[config.mk]
export PLATFORM = sky130hd
export DESIGN_NAME = nvm_wcomb
export DESIGN_NICKNAME = d
export VERILOG_FILES = /design/src/rtl/nvm_wc_pkg.sv /design/src/rtl/nvm_wc_down.sv /design/src/rtl/nvm_wc_buf.sv /design/src/rtl/nvm_wcomb.sv
export SDC_FILE = /design/constraint.sdc
export NUM_CORES = 1
export LEC_CHECK = 0
export BUFFER_PORTS_ARGS = -buffer_cell sky130_fd_sc_hd__buf_4
export CAP_MARGIN = 40
export CORE_ASPECT_RATIO = 1.2
export CORE_MARGIN = 2
export CORE_UTILIZATION = 57
export DETAILED_ROUTE_END_ITERATION = 10
export PLACE_DENSITY = 0.81
export SLEW_MARGIN = 20
export SYNTH_ARGS = -nofsm -noshare
export SYNTH_HDL_FRONTEND = slang
export SYNTH_SLANG_ARGS = --single-unit
[constraint.sdc]
create_clock -name clk -period 5.9 [get_ports clk]
set_input_delay 1.18 -clock clk [delete_from_list [all_inputs] [get_ports clk]]
set_output_delay 1.18 -clock clk [all_outputs]
set_load 0.1 [all_outputs]
[src/rtl/nvm_wc_pkg.sv]
package nvm_wc_pkg;

  localparam int LANES = 8;

  typedef enum logic [1:0] {
    BOP_HOLD   = 2'd0,
    BOP_CLEAR  = 2'd1,
    BOP_UPDATE = 2'd2,
    BOP_LOAD   = 2'd3
  } buf_op_e;

  function automatic logic [7:0] lane_get(logic [63:0] w, logic [2:0] i);
    return w[{i, 3'b000} +: 8];
  endfunction

  function automatic logic [63:0] lane_put(logic [63:0] w, logic [2:0] i, logic [7:0] b);
    logic [63:0] r;
    r = w;
    r[{i, 3'b000} +: 8] = b;
    return r;
  endfunction

  function automatic logic [7:0] lane_bit(logic [2:0] i);
    return 8'(1) << i;
  endfunction

  function automatic logic [63:0] lane_merge(logic [63:0] base, logic [63:0] over, logic [7:0] m);
    logic [63:0] r;
    r = base;
    for (int l = 0; l < LANES; l++) begin
      if (m[l]) r[l*8 +: 8] = over[l*8 +: 8];
    end
    return r;
  endfunction

endpackage

[src/rtl/nvm_wc_down.sv]
module nvm_wc_down #(
  parameter int CW = 8
) (
  input  logic          clk,
  input  logic          rst_n,
  input  logic          load,
  input  logic [CW-1:0] load_val,
  output logic          zero
);
  logic [CW-1:0] cnt;

  always_ff @(posedge clk) begin
    if (!rst_n)         cnt <= '0;
    else if (load)      cnt <= load_val;
    else if (cnt != '0) cnt <= cnt - 1'b1;
  end

  assign zero = (cnt == '0);
endmodule

[src/rtl/nvm_wc_buf.sv]
module nvm_wc_buf
  import nvm_wc_pkg::*;
#(
  parameter int GW = 9
) (
  input  logic          clk,
  input  logic          rst_n,
  input  buf_op_e       op,
  input  logic [GW-1:0] ld_grp,
  input  logic [7:0]    ld_mask,
  input  logic [63:0]   ld_data,
  input  logic          ld_force,
  input  logic [2:0]    up_lane,
  input  logic [7:0]    up_byte,
  output logic          pend,
  output logic          force_q,
  output logic [GW-1:0] grp,
  output logic [7:0]    mask,
  output logic [63:0]   data
);
  always_ff @(posedge clk) begin
    if (!rst_n) begin
      pend    <= 1'b0;
      force_q <= 1'b0;
      grp     <= '0;
      mask    <= '0;
      data    <= '0;
    end else begin
      case (op)
        BOP_CLEAR: begin
          pend    <= 1'b0;
          force_q <= 1'b0;
          mask    <= '0;
        end
        BOP_UPDATE: begin
          mask <= mask | lane_bit(up_lane);
          data <= lane_put(data, up_lane, up_byte);
        end
        BOP_LOAD: begin
          pend    <= 1'b1;
          force_q <= ld_force;
          grp     <= ld_grp;
          mask    <= ld_mask;
          data    <= ld_data;
        end
        default: ;
      endcase
    end
  end
endmodule

[src/rtl/nvm_wcomb.sv]
module nvm_wcomb
  import nvm_wc_pkg::*;
#(
  parameter int ADDR_W   = 12,
  parameter int BUSY_CYC = 5_000_000,
  parameter int IDLE_CYC = 250_000
) (
  input  logic              clk,
  input  logic              rst_n,
  input  logic              req_valid,
  output logic              req_ready,
  input  logic              req_wr,
  input  logic              req_rfsh,
  input  logic [ADDR_W-1:0] req_addr,
  input  logic [7:0]        req_wdata,
  output logic              rd_valid,
  output logic [7:0]        rd_data,
  output logic [ADDR_W-4:0] mem_rgrp,
  input  logic [63:0]       mem_rdata,
  output logic              prog_stb,
  output logic [ADDR_W-4:0] prog_grp,
  output logic [7:0]        prog_mask,
  output logic [63:0]       prog_data,
  output logic              busy
);
  localparam int GW  = ADDR_W - 3;
  localparam int BCW = $clog2(BUSY_CYC + 1);
  localparam int ICW = $clog2(IDLE_CYC + 1);

  logic          b_pend, b_force;
  logic [GW-1:0] b_grp;
  logic [7:0]    b_mask;
  logic [63:0]   b_data;
  logic          busy_zero, idle_zero;

  logic [GW-1:0] grp_in;
  logic [2:0]    lane_in;
  logic          hit_grp, buf_has;
  logic [7:0]    cur_byte;
  logic          acc, is_wr, is_rd, is_rf;
  logic          drop_evt, wr_evt, flush_evt;

  buf_op_e       op;
  logic          prog_fire;
  logic [GW-1:0] f_grp;
  logic [7:0]    f_mask, ld_mask;
  logic [63:0]   f_data, ld_data;
  logic          ld_force;

  assign grp_in    = req_addr[ADDR_W-1:3];
  assign lane_in   = req_addr[2:0];
  assign mem_rgrp  = grp_in;
  assign hit_grp   = b_pend && (b_grp == grp_in);
  assign buf_has   = hit_grp && b_mask[lane_in];
  assign cur_byte  = buf_has ? lane_get(b_data, lane_in) : lane_get(mem_rdata, lane_in);

  assign busy      = !busy_zero;
  assign req_ready = !busy && !b_force;
  assign acc       = req_valid && req_ready;
  assign is_rf     = acc && req_rfsh;
  assign is_wr     = acc && !req_rfsh && req_wr;
  assign is_rd     = acc && !req_rfsh && !req_wr;
  assign drop_evt  = is_wr && (req_wdata == cur_byte);
  assign wr_evt    = is_wr && !drop_evt;
  assign flush_evt = b_pend && !busy && !acc && (idle_zero || b_force);

  always_comb begin
    op        = BOP_HOLD;
    prog_fire = 1'b0;
    f_grp     = b_grp;
    f_mask    = b_mask;
    f_data    = b_data;
    ld_mask   = '0;
    ld_data   = '0;
    ld_force  = 1'b0;
    if (flush_evt) begin
      prog_fire = 1'b1;
      op        = BOP_CLEAR;
    end else if (wr_evt) begin
      if (hit_grp) begin
        op = BOP_UPDATE;
      end else begin
        op        = BOP_LOAD;
        ld_mask   = lane_bit(lane_in);
        ld_data   = lane_put('0, lane_in, req_wdata);
        prog_fire = b_pend;
      end
    end else if (is_rf) begin
      prog_fire = 1'b1;
      if (b_pend && !hit_grp) begin
        op       = BOP_LOAD;
        ld_mask  = '1;
        ld_data  = mem_rdata;
        ld_force = 1'b1;
      end else begin
        op     = BOP_CLEAR;
        f_grp  = grp_in;
        f_mask = '1;
        f_data = lane_merge(mem_rdata, b_data, hit_grp ? b_mask : 8'h00);
      end
    end
  end

  nvm_wc_buf #(.GW(GW)) u_buf (
    .clk(clk), .rst_n(rst_n), .op(op),
    .ld_grp(grp_in), .ld_mask(ld_mask), .ld_data(ld_data), .ld_force(ld_force),
    .up_lane(lane_in), .up_byte(req_wdata),
    .pend(b_pend), .force_q(b_force), .grp(b_grp), .mask(b_mask), .data(b_data)
  );

  nvm_wc_down #(.CW(BCW)) u_busy (
    .clk(clk), .rst_n(rst_n), .load(prog_fire),
    .load_val(BCW'(BUSY_CYC)), .zero(busy_zero)
  );

  nvm_wc_down #(.CW(ICW)) u_idle (
    .clk(clk), .rst_n(rst_n), .load(op == BOP_UPDATE || op == BOP_LOAD),
    .load_val(ICW'(IDLE_CYC)), .zero(idle_zero)
  );

  always_ff @(posedge clk) begin
    if (!rst_n) begin
      prog_stb  <= 1'b0;
      prog_grp  <= '0;
      prog_mask <= '0;
      prog_data <= '0;
      rd_valid  <= 1'b0;
      rd_data   <= '0;
    end else begin
      prog_stb <= prog_fire;
      if (prog_fire) begin
        prog_grp  <= f_grp;
        prog_mask <= f_mask;
        prog_data <= f_data;
      end
      rd_valid <= is_rd;
      if (is_rd) rd_data <= cur_byte;
    end
  end
endmodule

==> results of run 1 <==
[critical path: stages]
cell	delay, ps
buf_4	380
mux4_2	630
o221a_2	240
nand2_1	300
mux2_2	400
a221oi_1	430
a32o_1	280
o21ai_1	130
buf_4	180
o41a_1	450
nor2_1	290
buf_4	230
nand2_1	100
buf_4	230
nor2_1	140
[metrics by stage]
step	worst slack, ps	hold slack (ps)	power, mW
3_3_place_gp	329.3	444.1	3.558
2_1_floorplan	747.3	436.7	3.150
4_1_cts	810.8	484.2	5.121
6_report	731.3	479.8	5.128
3_5_place_dp	328.4	454.9	3.602
5_1_grt	621.8	503.0	5.312
[per-layer routing]
layer	up-vias	routed length [µm]
met5	-	0
met3	145	3239
met4	0	2356
li1	5387	-
met1	5578	16440
met2	565	20040
[power by group through the flow]
| stage | clock network [mW] | logic (mW) | registers, mW |
|---|---|---|---|
| final | 1.52 | 1.87 | 1.73 |
| after detailed placement | 0 | 1.84 | 1.76 |
| after CTS | 1.53 | 1.86 | 1.73 |
| after global routing | 1.57 | 1.99 | 1.75 |
| after floorplan | 0 | 0.904 | 2.25 |
| after global placement | 0 | 1.81 | 1.75 |
[final cells by class]
class | count | area share
Inverter | 42 | 0.01131
Tap cell | 261 | 0.02324
Multi-Input combinational cell | 1015 | 0.4653
Timing Repair Buffer | 248 | 0.1390
Sequential cell | 215 | 0.3063
Clock buffer | 29 | 0.04398
Clock inverter | 10 | 0.01095
[cells by family (layout without fill, tap and decap cells)]
group,after synthesis,in the layout,synth area share
AOI/OAI and AO/OA,406,406,0.2466
xor gates and xnor gates,43,43,0.03277
adders and majority gates,8,8,0.008710
buffers and inverters,148,329,0.05901
DFF,215,215,0.3745
muxes,100,100,0.09526
and+or+nand+nor,458,458,0.1831
[worst max path at each step]
stage,from,end,slack [ps],cells after the start
2_1_floorplan,u_busy.cnt[18],req_ready,750,5
3_3_place_gp,req_addr[1],u_buf.data[54],330,13
3_5_place_dp,req_addr[1],u_buf.data[46],330,15
4_1_cts,req_addr[1],u_idle.cnt[2],810,15
5_1_grt,req_addr[1],u_buf.data[46],620,15
6_report,req_addr[1],u_idle.cnt[2],730,15
[layout by cell type (no fill, tap or decap), types with 4 or more instances in the layout]
cell type	count
a211oi_1	68
a211oi_2	10
a21oi_1	54
a221oi_1	7
a22oi_1	25
a311oi_1	13
a31oi_1	16
a32oi_1	4
and2_1	4
and3_1	7
buf_12	6
buf_4	237
bufinv_16	4
clkbuf_1	4
clkbuf_16	23
clkinv_2	6
dfxtp_1	215
ha_1	8
inv_1	39
mux2_2	14
mux2i_1	79
mux4_2	6
nand2_1	147
nand2b_1	5
nand3_1	52
nand4_1	16
nor2_1	151
nor2b_1	6
nor3_1	18
nor4_1	15
o211ai_1	41
o21ai_0	102
o21ai_1	12
o221ai_1	4
o22ai_1	4
or3_1	6
or4_1	5
xnor2_1	32
xor2_1	11
[state kept, by name, indices dropped and copies added (netlist names), 8 cells and up]
signal and cells:
prog_data 64, u_buf.data 64, u_busy.cnt 23, u_idle.cnt 18, prog_grp 9, u_buf.grp 9
prog_mask 8, rd_data 8, u_buf.mask 8
==> impl_metrics.toml, run 1 <==
[final_layout]
fillers = 1564
instances_no_fill = 1820
fin_area_um2 = 14050
drive_gt1_frac = 0.2200
fin_nets = 1642
area_growth_pct = 22.29
seqCellArea_um2 = 4304
post-route-util = 0.7138
multiInputGateArea_um2 = 6539
antenna_cells = 0

[logic_synthesis]
synth_top_area_share = 0.3745
synth_top_area_cell = "dfxtp_1"
synth.top_cells.by_area = "dfxtp_1, mux2i_1, nor2_1, nand2_1, o21ai_0"
ys_types = 91
async_reset_ff_frac = 0
synth-main-ff-cell = "dfxtp_1"
yosys-top-cells-count = "dfxtp_1, nor2_1, nand2_1, o21ai_0, mux2i_1"
synth-seq-area-share = 0.3745
syn_area_um2 = 11490
synth_nets = 1475
synth_area_per_cell_um2 = 8.340
synth-seq-cells = 215
ys.warnings.count = 0
yosys.cell_count.top_type = "dfxtp_1"
synth_edf_count = 0
synth_cells = 1378

[sta]
clock-skew-final_ps = 10.03
fmax_mhz = 193.5
setup_viol = 0
min_period_ps = 5169
rsz0062_at_grt = "false"
drv_slew = 0
worst_slew_pin_slew_ps = 778.7
fin_setup_tns_ps = 0
hold_violations = 0
relSlewSlack = 0.4806
period_share = 0.8761

[grt]
grt_max_degree = 79
antenna_found_initial = 0
grt_pass1_vias = 11275
grt-ovfl-total = 0
grt_pass1_wl_mm = 64.76
grt_usage = 0.3830
top_usage_layer = "met2"
grtUsageMet3 = 0.06304
grt.met1_usage = 0.4755
grt_use_met2 = 0.6415

[routing]
viasPerCell = 6.415
drt_pass1_iterations = 6
drt_iter0_drc = 1012
drcViolationCount = 0
wl_mm = 42.08
postRouteAntennaNets = 0
vias = 11675
wl_per_cell_um = 23.12

[critical_path]
worst_ep_arrival_time_ps = 5610
crit_type = "input port to flop"
crit_path_start_kind = "input port"
cp_max_fo = 32
r2r-start = "u_buf.grp[2]"
r2r-end = "u_idle.cnt[2]"
reg2reg_depth = 16
worstPathRequired_ps = 6340
end_kind = "flop"
ff2ff_setup_slack_ps = 1410

[floorplanning]
fp.dieW_um = 133.6
fp.dieH_um = 159.5
core_region_area_um2 = 19690
rows = 56
ioPinCount = 191
initial_core_util = 0.5837
die-area_um2 = 21320

[placed_design]
gp_congestion = 1.017
port_buffers = 190
placed_area_um2 = 13280
placed_cells = 1780
hpwl_mm = 30.74

[min_path]
min_path_cells = 2
holdCritStartpoint = "u_buf.grp[8]"
hold_end = "u_buf.grp[8]"
hp-class = "flop to flop"

[run_status]
status = "finished clean"

[power]
peakVddDrop_uv = 366.8
cellInternalPower_mw = 3.089
p_comb_frac = 0.365
power_frac_clock = 0.297
switchingPower_mw = 2.039
power_density_nw_per_um2 = 364.9
p_leak_nw = 5.378
switching_share = 0.3977
seqPwrFrac = 0.338

[clock_tree]
postCtsSetupRepairBufs = 0
cts_inserted_buffers = 23
hold_buffers = 0
cts_tree = "built"
clk_latency_ps = 520
htree_levels = 1
ctsResizeCount = 0
cts.sinks = 215
clkSlewWorstSetupHoldPaths_ps = 60
root_buffer = "clkbuf_16"
clockBufferDepth = 3

[flow_run]
cap_violations = 0
Note: power is estimated with default switching activity, not from simulation.
==> run 2, diff against run 1 <==
--- a/config.mk
+++ b/config.mk
@@ -5,14 +5,17 @@
 export SDC_FILE = /design/constraint.sdc
 export NUM_CORES = 1
 export LEC_CHECK = 0
+export ABC_AREA = 1
 export BUFFER_PORTS_ARGS = -buffer_cell sky130_fd_sc_hd__buf_4
 export CAP_MARGIN = 40
 export CORE_ASPECT_RATIO = 1.2
 export CORE_MARGIN = 2
-export CORE_UTILIZATION = 57
+export CORE_UTILIZATION = 58
 export DETAILED_ROUTE_END_ITERATION = 10
 export PLACE_DENSITY = 0.81
+export SETUP_SLACK_MARGIN = 0.4
 export SLEW_MARGIN = 20
 export SYNTH_ARGS = -nofsm -noshare
 export SYNTH_HDL_FRONTEND = slang
 export SYNTH_SLANG_ARGS = --single-unit
+export TNS_END_PERCENT = 30
==> run 2 against run 1 <==
  * Register-to-register slack improved by 480 ps
  * First-iteration DRC count grew 39%
  * Maximum frequency is 12% higher
  * Clock power increased by 3%
  * Setup slack better by 540 ps
  * Clock-buffer cell count grew 2
  * Critical path type unchanged
==> impl_metrics.toml, run 2 <==
[final_layout]
top_regs = "prog_data: 64 flops, u_buf.data: 64 flops, u_busy.cnt: 23 flops"
area_growth_pct = 18.02
fin_nets = 2238
antenna_cells = 0
layout_common_cells = "nand2_1, inv_1, dfxtp_1"
fillers = 1881
drive_gt1_frac = 0.1400
final_common_cell = "nand2_1"

[min_path]
min_path_cells = 2
hp-class = "flop to flop"
hold_end = "prog_data[46]"
holdCritStartpoint = "prog_data[46]"

[logic_synthesis]
synth_area_per_cell_um2 = 6.237
ys_types = 39
ys.warnings.count = 0
synth_top_area_cell = "dfxtp_1"
syn_area_um2 = 12540
synth_cells = 2011
synth.top_cells.by_area = "dfxtp_1, nand2_1, inv_1, o21ai_0, nand3_1"
synth_edf_count = 0
synth-seq-area-share = 0.3432
yosys-top-cells-count = "nand2_1, inv_1, dfxtp_1, nor2_1, o21ai_0"
synth_nets = 2108
synth-seq-cells = 215
async_reset_ff_frac = 0
synth_top_area_share = 0.3432
yosys.cell_count.top_type = "nand2_1"
synth-main-ff-cell = "dfxtp_1"

[sta]
layout_setup_ws_ps = 1276
hold_violations = 0
drv_slew = 0
relSlewSlack = 0.4612
clock-skew-final_ps = 17.73
worst_slew_pin_slew_ps = 802.0
fmax_mhz = 216.3
holdWs_ps = 454.3
rsz0062_at_grt = "false"
period_share = 0.7838
min_period_ps = 4624
setup_viol = 0
fin_setup_tns_ps = 0

[critical_path]
reg2reg_depth = 26
cp_num_cells = 26
crit_path_start_kind = "input port"
critical_path.max_stage_delay_ps = 370
crit_family = "simple AND/OR/NAND/NOR gates"
worstPathRequired_ps = 6360
worst_ep_arrival_time_ps = 5090
cp_max_fo = 81
r2r-start = "u_buf.grp[8]"
path_buf_inv = 5
crit_type = "input port to flop"
ff2ff_setup_slack_ps = 1890
cp_slowest_cell = "inv_2"
cp_common_cell = "nand2_1"
r2r-end = "prog_data[57]"
end_kind = "flop"

[grt]
grt_usage = 0.3722
grt-ovfl-total = 0
grt_pass1_wl_mm = 68.43
grt_pass1_vias = 13096
grt_max_degree = 82
antenna_found_initial = 0

[clock_tree]
htree_levels = 1
postCtsSetupRepairBufs = 0
clk_latency_ps = 530
clockBufferDepth = 3
root_buffer = "clkbuf_16"
cts_inserted_buffers = 23
cts_tree = "built"
hold_buffers = 0
cts.sinks = 215
ctsResizeCount = 0
clkSlewWorstSetupHoldPaths_ps = 60

[routing]
drcViolationCount = 0
drt_iter0_drc = 1407
vias = 14193
wl_per_cell_um = 18.29
wl_mm = 44.38
postRouteAntennaNets = 0
viasPerCell = 5.848
drt_pass1_iterations = 6

[flow_run]
cap_violations = 0

[floorplanning]
fp.dieH_um = 165.1
fp.dieW_um = 138.2
die-area_um2 = 22820
ioPinCount = 191
core_region_area_um2 = 21120
initial_core_util = 0.5939
rows = 58

[placed_design]
gp_congestion = 1.051
port_buffers = 190
hpwl_mm = 31.03
dpl_worst_slack_ps = 868.2

[run_status]
status = "finished clean"

[power]
peakVddDrop_uv = 391.7
p_leak_nw = 6.799
total_power_mw = 4.708
power_density_nw_per_um2 = 318.1
## run 2: logic make-up (layout without fill, tap and decap cells)
kind of cell               count (synthesis)  after routing  synth area share
AOI/OAI and AO/OA                        383            383            0.1588
xor gates and xnor gates                  26             26           0.01816
adders and majority gates                  8              8          0.007981
buffers and inverters                    370            516            0.1237
DFF                                      215            215            0.3432
muxes                                      3              3          0.002394
and+or+nand+nor                         1006           1006            0.3458
## run 2: area by class of cell
class                           count  area, µm²  area share
Clock buffer                       31      665.6     0.04497
Clock inverter                     10      153.9     0.01040
Inverter                          256      962.2     0.06500
Multi-Input combinational cell   1426       6689      0.4519
Sequential cell                   215       4304      0.2908
Tap cell                          270      337.8     0.02282
Timing Repair Buffer              219       1689      0.1141
## run 2: layer usage
metal	global-route usage	wire length (µm)	share of wire	vias up
li1	-	-	-	6771
met1	0.4479	16540	0.37	6344
met2	0.6238	20480	0.46	871
met3	0.07612	4670	0.11	207
met4	0.2152	2693	0.061	0
met5	0	0	0	-
## run 2: worst max path at each step
stage,start,to,slack (ps)
4_1_cts,req_addr[1],prog_data[56],1400
3_3_place_gp,req_addr[1],prog_data[25],930
5_1_grt,req_addr[1],u_buf.data[2],980
2_1_floorplan,u_busy.cnt[0],u_buf.data[1],820
6_report,req_addr[1],prog_data[57],1280
3_5_place_dp,req_addr[1],prog_data[56],870
## run 2: power breakdown
part	switching, mW	leakage [nW]	total (mW)	internal [mW]
Clock	0.611	0.410	1.57	0.963
Combinational	0.974	4.65	1.44	0.466
Sequential	0.117	1.74	1.69	1.58
Total	1.70	6.80	4.71	3.01
## run 2: through the flow
stage                     area [µm²]  std cells  utilization
after floorplan                12540       2011            -
after global placement         13940       2380       0.6602
after detailed placement       13970       2384       0.6615
after CTS                      14790       2425       0.7003
after global routing           14800       2427       0.7009
final                          14800       2427       0.7009
## run 2: worst min-delay path: stages (launching register included)
cell	delay [ps]
dfxtp_1	310
nand2_1	50
o21ai_1	50
